`src/rtl/hd_backoff_ctrl.sv`:
```
module hd_backoff_ctrl #(
  parameter int SLOT_BITS     = 512,
  parameter int MAX_RETRY     = 16,
  parameter int BACKOFF_LIMIT = 10
) (
  input  logic clk,
  input  logic rst_n,
  input  logic bit_en,
  input  logic tx_start,
  input  logic tx_done,
  input  logic col,
  input  logic full_duplex,
  input  logic one_try,
  input  logic rng_reset,
  output logic abort_o,
  output logic retry_req_o,
  output logic discard_o,
  output logic late_col_o,
  output logic tx_ok_o
);
  localparam int CW = $clog2(SLOT_BITS + 1);
  localparam int AW = $clog2(MAX_RETRY + 1);
  localparam int RW = BACKOFF_LIMIT;
  localparam int WW = RW + $clog2(SLOT_BITS) + 1;
  localparam logic [15:0] SEED = 16'hACE1;

  typedef enum logic [1:0] {S_IDLE, S_TX, S_WAIT} state_t;

  state_t        state;
  logic [CW-1:0] bit_cnt;
  logic [AW-1:0] attempts;
  logic [WW-1:0] wait_cnt;
  logic [15:0]   lfsr;
  logic [RW-1:0] mask, rnd;
  logic [WW-1:0] wait_load;
  logic [AW:0]   k;
  logic          col_hd, late, exhausted;

  assign col_hd    = col & ~full_duplex;
  assign late      = bit_cnt == CW'(SLOT_BITS);
  assign exhausted = attempts == AW'(MAX_RETRY);
  assign k         = ((attempts + 1'b1) > (AW + 1)'(BACKOFF_LIMIT)) ?
                     (AW + 1)'(BACKOFF_LIMIT) : (attempts + 1'b1);

  always_comb begin
    for (int i = 0; i < RW; i++) mask[i] = (i < int'(k));
  end

  assign rnd       = lfsr[RW-1:0] & mask;
  assign wait_load = WW'(rnd) * WW'(SLOT_BITS);

  always_ff @(posedge clk) begin
    if (!rst_n) begin
      state       <= S_IDLE;
      bit_cnt     <= '0;
      attempts    <= '0;
      wait_cnt    <= '0;
      lfsr        <= SEED;
      abort_o     <= 1'b0;
      retry_req_o <= 1'b0;
      discard_o   <= 1'b0;
      late_col_o  <= 1'b0;
      tx_ok_o     <= 1'b0;
    end else begin
      lfsr        <= rng_reset ? SEED : {lfsr[14:0], lfsr[15] ^ lfsr[13] ^ lfsr[12] ^ lfsr[10]};
      abort_o     <= 1'b0;
      retry_req_o <= 1'b0;
      discard_o   <= 1'b0;
      late_col_o  <= 1'b0;
      tx_ok_o     <= 1'b0;
      case (state)
        S_IDLE: if (tx_start) begin
          state   <= S_TX;
          bit_cnt <= '0;
        end
        S_TX: begin
          if (col_hd) begin
            abort_o <= 1'b1;
            if (late) begin
              late_col_o <= 1'b1;
              discard_o  <= 1'b1;
              attempts   <= '0;
              state      <= S_IDLE;
            end else if (one_try || exhausted) begin
              discard_o <= 1'b1;
              attempts  <= '0;
              state     <= S_IDLE;
            end else begin
              attempts <= attempts + 1'b1;
              wait_cnt <= wait_load;
              state    <= S_WAIT;
            end
          end else if (tx_done) begin
            tx_ok_o  <= 1'b1;
            attempts <= '0;
            state    <= S_IDLE;
          end else if (bit_en && !late) begin
            bit_cnt <= bit_cnt + 1'b1;
          end
        end
        S_WAIT: begin
          if (wait_cnt == '0) begin
            retry_req_o <= 1'b1;
            state       <= S_IDLE;
          end else if (bit_en) begin
            wait_cnt <= wait_cnt - 1'b1;
          end
        end
        default: state <= S_IDLE;
      endcase
    end
  end

  AST_RETRY_AFTER_WAIT: assert property (@(posedge clk) disable iff (!rst_n)
    retry_req_o |-> $past(state == S_WAIT));
  AST_ATTEMPT_CAP: assert property (@(posedge clk) disable iff (!rst_n)
    int'(attempts) <= MAX_RETRY);
  AST_DISCARD_NO_RETRY: assert property (@(posedge clk) disable iff (!rst_n)
    discard_o |-> !retry_req_o && abort_o);
  AST_ONE_TRY_DROPS: assert property (@(posedge clk) disable iff (!rst_n)
    ($past(one_try) && abort_o) |-> discard_o);
  AST_LATE_DROPS: assert property (@(posedge clk) disable iff (!rst_n)
    late_col_o |-> discard_o && abort_o);
  AST_FD_NO_ABORT: assert property (@(posedge clk) disable iff (!rst_n)
    $past(full_duplex) |-> !abort_o);
  AST_ONE_OUTCOME: assert property (@(posedge clk) disable iff (!rst_n)
    $onehot0({abort_o, retry_req_o, tx_ok_o}));
endmodule

```
`config.mk`:
```
export PLATFORM = sky130hd
export DESIGN_NAME = hd_backoff_ctrl
export DESIGN_NICKNAME = d
export VERILOG_FILES = /design/src/rtl/hd_backoff_ctrl.sv
export SDC_FILE = /design/constraint.sdc
export NUM_CORES = 1
export LEC_CHECK = 0
export BUFFER_PORTS_ARGS = -buffer_cell sky130_fd_sc_hd__clkbuf_2
export CAP_MARGIN = 0
export CORE_MARGIN = 3
export CORE_UTILIZATION = 64
export CTS_BUF_LIST = sky130_fd_sc_hd__clkbuf_4
export CTS_CLUSTER_SIZE = 30
export DETAILED_ROUTE_END_ITERATION = 10
export GPL_TIMING_DRIVEN = 0
export PLACE_DENSITY_LB_ADDON = 0.3
export SLEW_MARGIN = 20
export SYNTH_ARGS = -nofsm -noshare
export SYNTH_HDL_FRONTEND = slang
export SYNTH_SLANG_ARGS = --single-unit
export TNS_END_PERCENT = 100
```
`constraint.sdc`:
```
create_clock -name clk -period 3.8 [get_ports clk]
set_clock_uncertainty 0.05 [all_clocks]
set_input_delay 0.95 -clock clk [delete_from_list [all_inputs] [get_ports clk]]
set_output_delay 0.95 -clock clk [all_outputs]
set_load 0.01 [all_outputs]
```
# After elaboration in Yosys (flattened, before gate mapping)
# Index checks and enable logic that the tools add are counted.
[classes]
add_sub_neg = 4
multipliers = 0
div = 0
n_lt_le_gt_ge = 11
n_eq_ne = 15
shifts = 0
mux = 29
bitwise_logic = 8
reduce_logical = 17
[ops]
columns = ["cell", "count"]
rows = [
  ["2-to-1 mux 20 bit", 5],
  ["2-to-1 mux 10 bit", 4],
  ["one-hot mux 20 bit (2 select lines)", 1],
  ["less-than comparator 3 x 6 -> 1 bit (first input constant)", 4],
  ["zero test 20 bit", 1],
  ["2-to-1 mux 5 bit", 4],
  ["!= test 2 bit (second input constant)", 10],
  ["one-hot mux 10 bit (2 select lines)", 1],
  ["subtractor 20 x 1 -> 20 bit (second input constant)", 1],
  ["less-than comparator 1 x 6 -> 1 bit (first input constant)", 2],
  ["less-than comparator 2 x 6 -> 1 bit (first input constant)", 2],
  ["less-than comparator 4 x 6 -> 1 bit (first input constant)", 2],
  ["2-to-1 mux 2 bit", 6],
  ["adder 10 x 1 -> 10 bit (second input constant)", 1],
  ["bitwise AND 10 bit", 1],
  ["equality test 10 bit (second input constant)", 1],
  ["adder 5 x 1 -> 6 bit (second input constant)", 1],
  ["> comparator 6 x 4 -> 1 bit (second input constant)", 1],
  ["2-to-1 mux 1 bit", 6],
  ["2-to-1 mux 6 bit", 1],
  ["one-hot mux 2 bit (3 select lines)", 1],
  ["AND reduction 2 bit", 3],
  ["AND reduction 3 bit", 2],
  ["AND reduction 6 bit", 1],
  ["16 further kinds", 22],
]
[totals]
regBits = 58
latchBits = 0
ram_bits = 0
mem_bits_ro = 0
inputBits = 9
out_inout_bits = 5
wordCells = 94
mem_count = 0

# Longest topological paths before layout
[logic_depth]
depth_word = 9
depth_mapped = 9
depth_no_buf = 8

# Worst setup path before layout
# Ideal clock, no wire load.
[synth_path]
path_kind = "in2reg"
start = "input col"
end = "register bit_cnt[8]"
setup_time_ps = 70
t_arrival_ps = 2380
required_ps = 3680
slack_ps = 1300
stages = 7
path_buffers = 1
path_cell_list = "nor2b_1 > o21ai_0 > a21oi_1 > or3b_1 > clkbuf_1 > or3_1 > a21oi_1"
[synth_via]
elab_chain_cells = 3
[synth_lines]
columns = ["element", "line_no", "rtl"]
rows = [
  ["start, declared", "11", "input logic col,"],
  ["bitwise AND 1 bit", "39", "assign col_hd = col & ~full_duplex;"],
  ["!= test 2 bit (no source line)", "n/a", ""],
  ["AND reduction 5 bit (no source line)", "n/a", ""],
  ["end signal, assigned", "98", "bit_cnt <= bit_cnt + 1'b1;"],
  ["end, declared", "30", "logic [CW-1:0] bit_cnt;"],
]
# No other way between the ends.
# A chain may end at the register's enable or synchronous reset.

# Worst setup path after layout
[layout_path]
start = "register attempts[0]"
end = "register wait_cnt[2]"
[layout_via]
elab_chain_cells = 4
[layout_lines]
columns = ["element", "line_no", "rtl"]
rows = [
  ["start, declared", "31", "logic [AW-1:0] attempts;"],
  ["start signal, assigned", "89", "attempts <= attempts + 1'b1;"],
  ["equality test 5 bit", "41", "assign exhausted = attempts == AW'(MAX_RETRY);"],
  ["logical OR 1 bit", "84", "end else if (one_try || exhausted) begin"],
  ["!= test 2 bit (no source line)", "n/a", ""],
  ["AND reduction 6 bit (no source line)", "n/a", ""],
  ["end signal, assigned", "90", "wait_cnt <= wait_load;"],
  ["end signal, assigned", "106", "wait_cnt <= wait_cnt - 1'b1;"],
  ["end, declared", "32", "logic [WW-1:0] wait_cnt;"],
]
# No other way between the ends.

==> results.tsv <==
stage	metric	value	unit
yosys	synth.top_cell.area_share	39.83	%
global_routing	grt_use_met1	35.75	%
yosys	synth_top_cell_by_area	dfxtp_1	
place	dp_hpwl	4782	um
clocking	insertion_delay	0.43	ns
place	place_inst	410	
floorplanning	rows	23	
setup_path	cp-end-kind	flip-flop	
drt	routedWlPerCell	16.19	um
drt	drt_iter0_markers	217	
yosys	async_flop_share	0	%
min_path	hold_class	reg -> reg	
timing	worst_slew_margin_rel	56.49	%
global_routing	grt_pass1_wl	11740	um
clocking	ctsResizeCount	0	
floorplanning	die_y	73.49	um
final_layout	syn2layout_area_growth	8.541	%
yosys	synthTopCellsByArea	dfxtp_1 40%, a21oi_1 4.6%, nor2_1 4.2%, o21ai_0 3.8%, or3_1 3.4%	
timing	slew_violations	0	
floorplanning	io_pins	14	
final_layout	num_antenna_cells	0	
floorplanning	core_area	4202	um^2
timing	rsz0062_at_grt	false	
drt	avgViaCountPerCell	6.536	
yosys	syn-cell-area	2915	um^2
drt	antenna_left	0	
place	gp_congestion	0.8867	
yosys	yosysUniqueCellTypes	59	
clocking	postCtsHoldBufs	0	
drt	vias	2778	
global_routing	grtUsageTotal	28.22	%
place	io_buffers	12	
yosys	syn_inst	348	
clocking	cts_tree	yes	
setup_path	start_kind	flip-flop	
final_layout	nNetsFinal	386	
yosys	yosysMostFrequentCell	dfxtp_1	
timing	worstMarginPinSlew	0.6458	ns
yosys	synth-seq-cells	58	
yosys	synth_fp_nets	363	
pwr	power.density	355.0	nW/um^2
pwr	p_total	0.001123	W
yosys	yosys-top-cells-count	58 x dfxtp_1, 33 x nor2_1, 27 x a21oi_1, 22 x nand2_1, 22 x o21ai_0	
flow_run	cap_violations	0	
pwr	ir_drop	246.2	uV
setup_path	critical_path.max_fanout	10	
setup_path	cp.arrival	2.92	ns
timing	fmax	373.0	MHz
clocking	postCtsSetupRepairBufs	0	
clocking	cts_max_path_buffers	2	
final_layout	layout-drive-gt1-share	10.67	%
run_status	status	completed	
timing	min_period	2.681	ns
setup_path	crit_type	reg -> reg	
global_routing	grt_pass1_vias	2565	
clocking	clkTransAtPathRegs	0.10	ns
floorplanning	dieArea	5401	um^2
global_routing	grt_max_degree	11	
clocking	clkSinkCount	58	
clocking	cts-root-buf	clkbuf_4	
floorplanning	start_util	69.39	%
floorplanning	die_x	73.49	um
setup_path	required	4.04	ns
timing	period_share	70.56	%
yosys	post_synth.cell_area_avg	8.377	um^2
pwr	p_leak	1.187	nW
clocking	cts_buffers	9	
drt	routed_wl	6880	um
global_routing	grtUsageMet3	8.482	%
timing	tns	0	ns
final_layout	instances_no_fill	425	
global_routing	grt_antenna_before_repair	0	
timing	setup_viol	0	
global_routing	grt.busiest_layer	met2	
yosys	yosys_warnings	0	
drt	drc	0	
timing	hold_viol	0	
yosys	synth_flop_cell	dfxtp_1	
global_routing	overflow	0	
yosys	yosysSeqAreaShare	39.83	%
clocking	htreeDepth	3	
yosys	synth-edff-count	0	
global_routing	met2_usage	43.90	%
drt	first_pass_iters	4	
-- report_power, final --
| part | total, W | switching, W | internal (W) |
|---|---|---|---|
| logic | 0.0000648 | 0.0000428 | 0.0000220 |
| clock network | 0.000435 | 0.000227 | 0.000208 |
| registers | 0.000624 | 0.00000668 | 0.000617 |
-- cell type report --
type	count	area, um^2
tap	50	62.56
multi-input combinational	261	1633
clock buffer	11	82.58
buffer	16	72.57
timing repair buffer	12	60.06
sequential	58	1161
clock inverter	4	43.79
inverter	13	48.80
fill	323	1037
-- metrics by stage --
| stage | area (um^2) | setup WS, ns | hold WS, ns | util (%) |
|---|---|---|---|---|
| CTS | 3164 | 1.183 | 0.3744 | 75.31 |
| finish | 3164 | 1.119 | 0.3726 | 75.31 |
| detailed placement | 3038 | 0.9818 | 0.3493 | 72.30 |
| floorplan | 2915 | 1.300 | 0.3344 | - |
| global route | 3164 | 0.9318 | 0.3997 | 75.31 |
| global placement | 3038 | 1.015 | 0.3456 | 72.30 |
-- worst max-delay path, stage by stage (launching register included) --
cell and delay (ns):
dfxtp_1 0.40, clkbuf_1 0.36, inv_1 0.09, ha_1 0.21, a31oi_1 0.32, nand4_1 0.38
and2_4 0.29, buf_4 0.17, o211ai_1 0.17, o21ai_0 0.10
-- placed cells by master (no fill, tap or decap), types with 11 or more instances in the layout --
| cell type | count |
|---|---|
| nor2_1 | 33 |
| nand2_1 | 22 |
| o21ai_0 | 22 |
| clkbuf_4 | 11 |
| nand3_1 | 13 |
| a21oi_1 | 27 |
| or3_1 | 16 |
| inv_1 | 13 |
| clkbuf_1 | 13 |
| dfxtp_1 | 58 |
| clkbuf_2 | 12 |
-- per-layer routing --
| metal | part of all wire [%] | up-vias |
|---|---|---|
| met3 | 7.3 | 18 |
| met2 | 46 | 113 |
| met5 | 0 | - |
| met1 | 45 | 1316 |
| li1 | - | 1331 |
| met4 | 2.1 | 0 |
-- kinds of logic after synthesis --
| family | share of synthesized area (%) |
|---|---|
| DFF | 39.83 |
| xor gates and xnor gates | 2.103 |
| AOI/OAI and AO/OA | 24.55 |
| and+or+nand+nor | 26.78 |
| buffers and inverters | 4.163 |
| adders and majority gates | 2.575 |
-- state kept, by name, summed over array words and instances, names as in the netlist, 2 cells and up --
signal and flops:
lfsr 16, attempts 5, bit_cnt 10, state 2, wait_cnt 20
-- path summary, 6_finish.rpt --
kind / startpoint / endpoint / slack (ns) / cells past startpoint
worst max-delay path: attempts[0]$_SDFFE_PN0P_ / wait_cnt[2]$_SDFFE_PN0P_ / 1.12 / 9
worst min-delay path: lfsr[14]$_SDFF_PP0_ / lfsr[15]$_SDFF_PP1_ / 0.37 / 1
worst max register to register: attempts[0]$_SDFFE_PN0P_ / wait_cnt[2]$_SDFFE_PN0P_ / 1.12 / 9
worst min register to register: lfsr[14]$_SDFF_PP0_ / lfsr[15]$_SDFF_PP1_ / 0.37 / 1
Power figures use the tool's default switching activity.
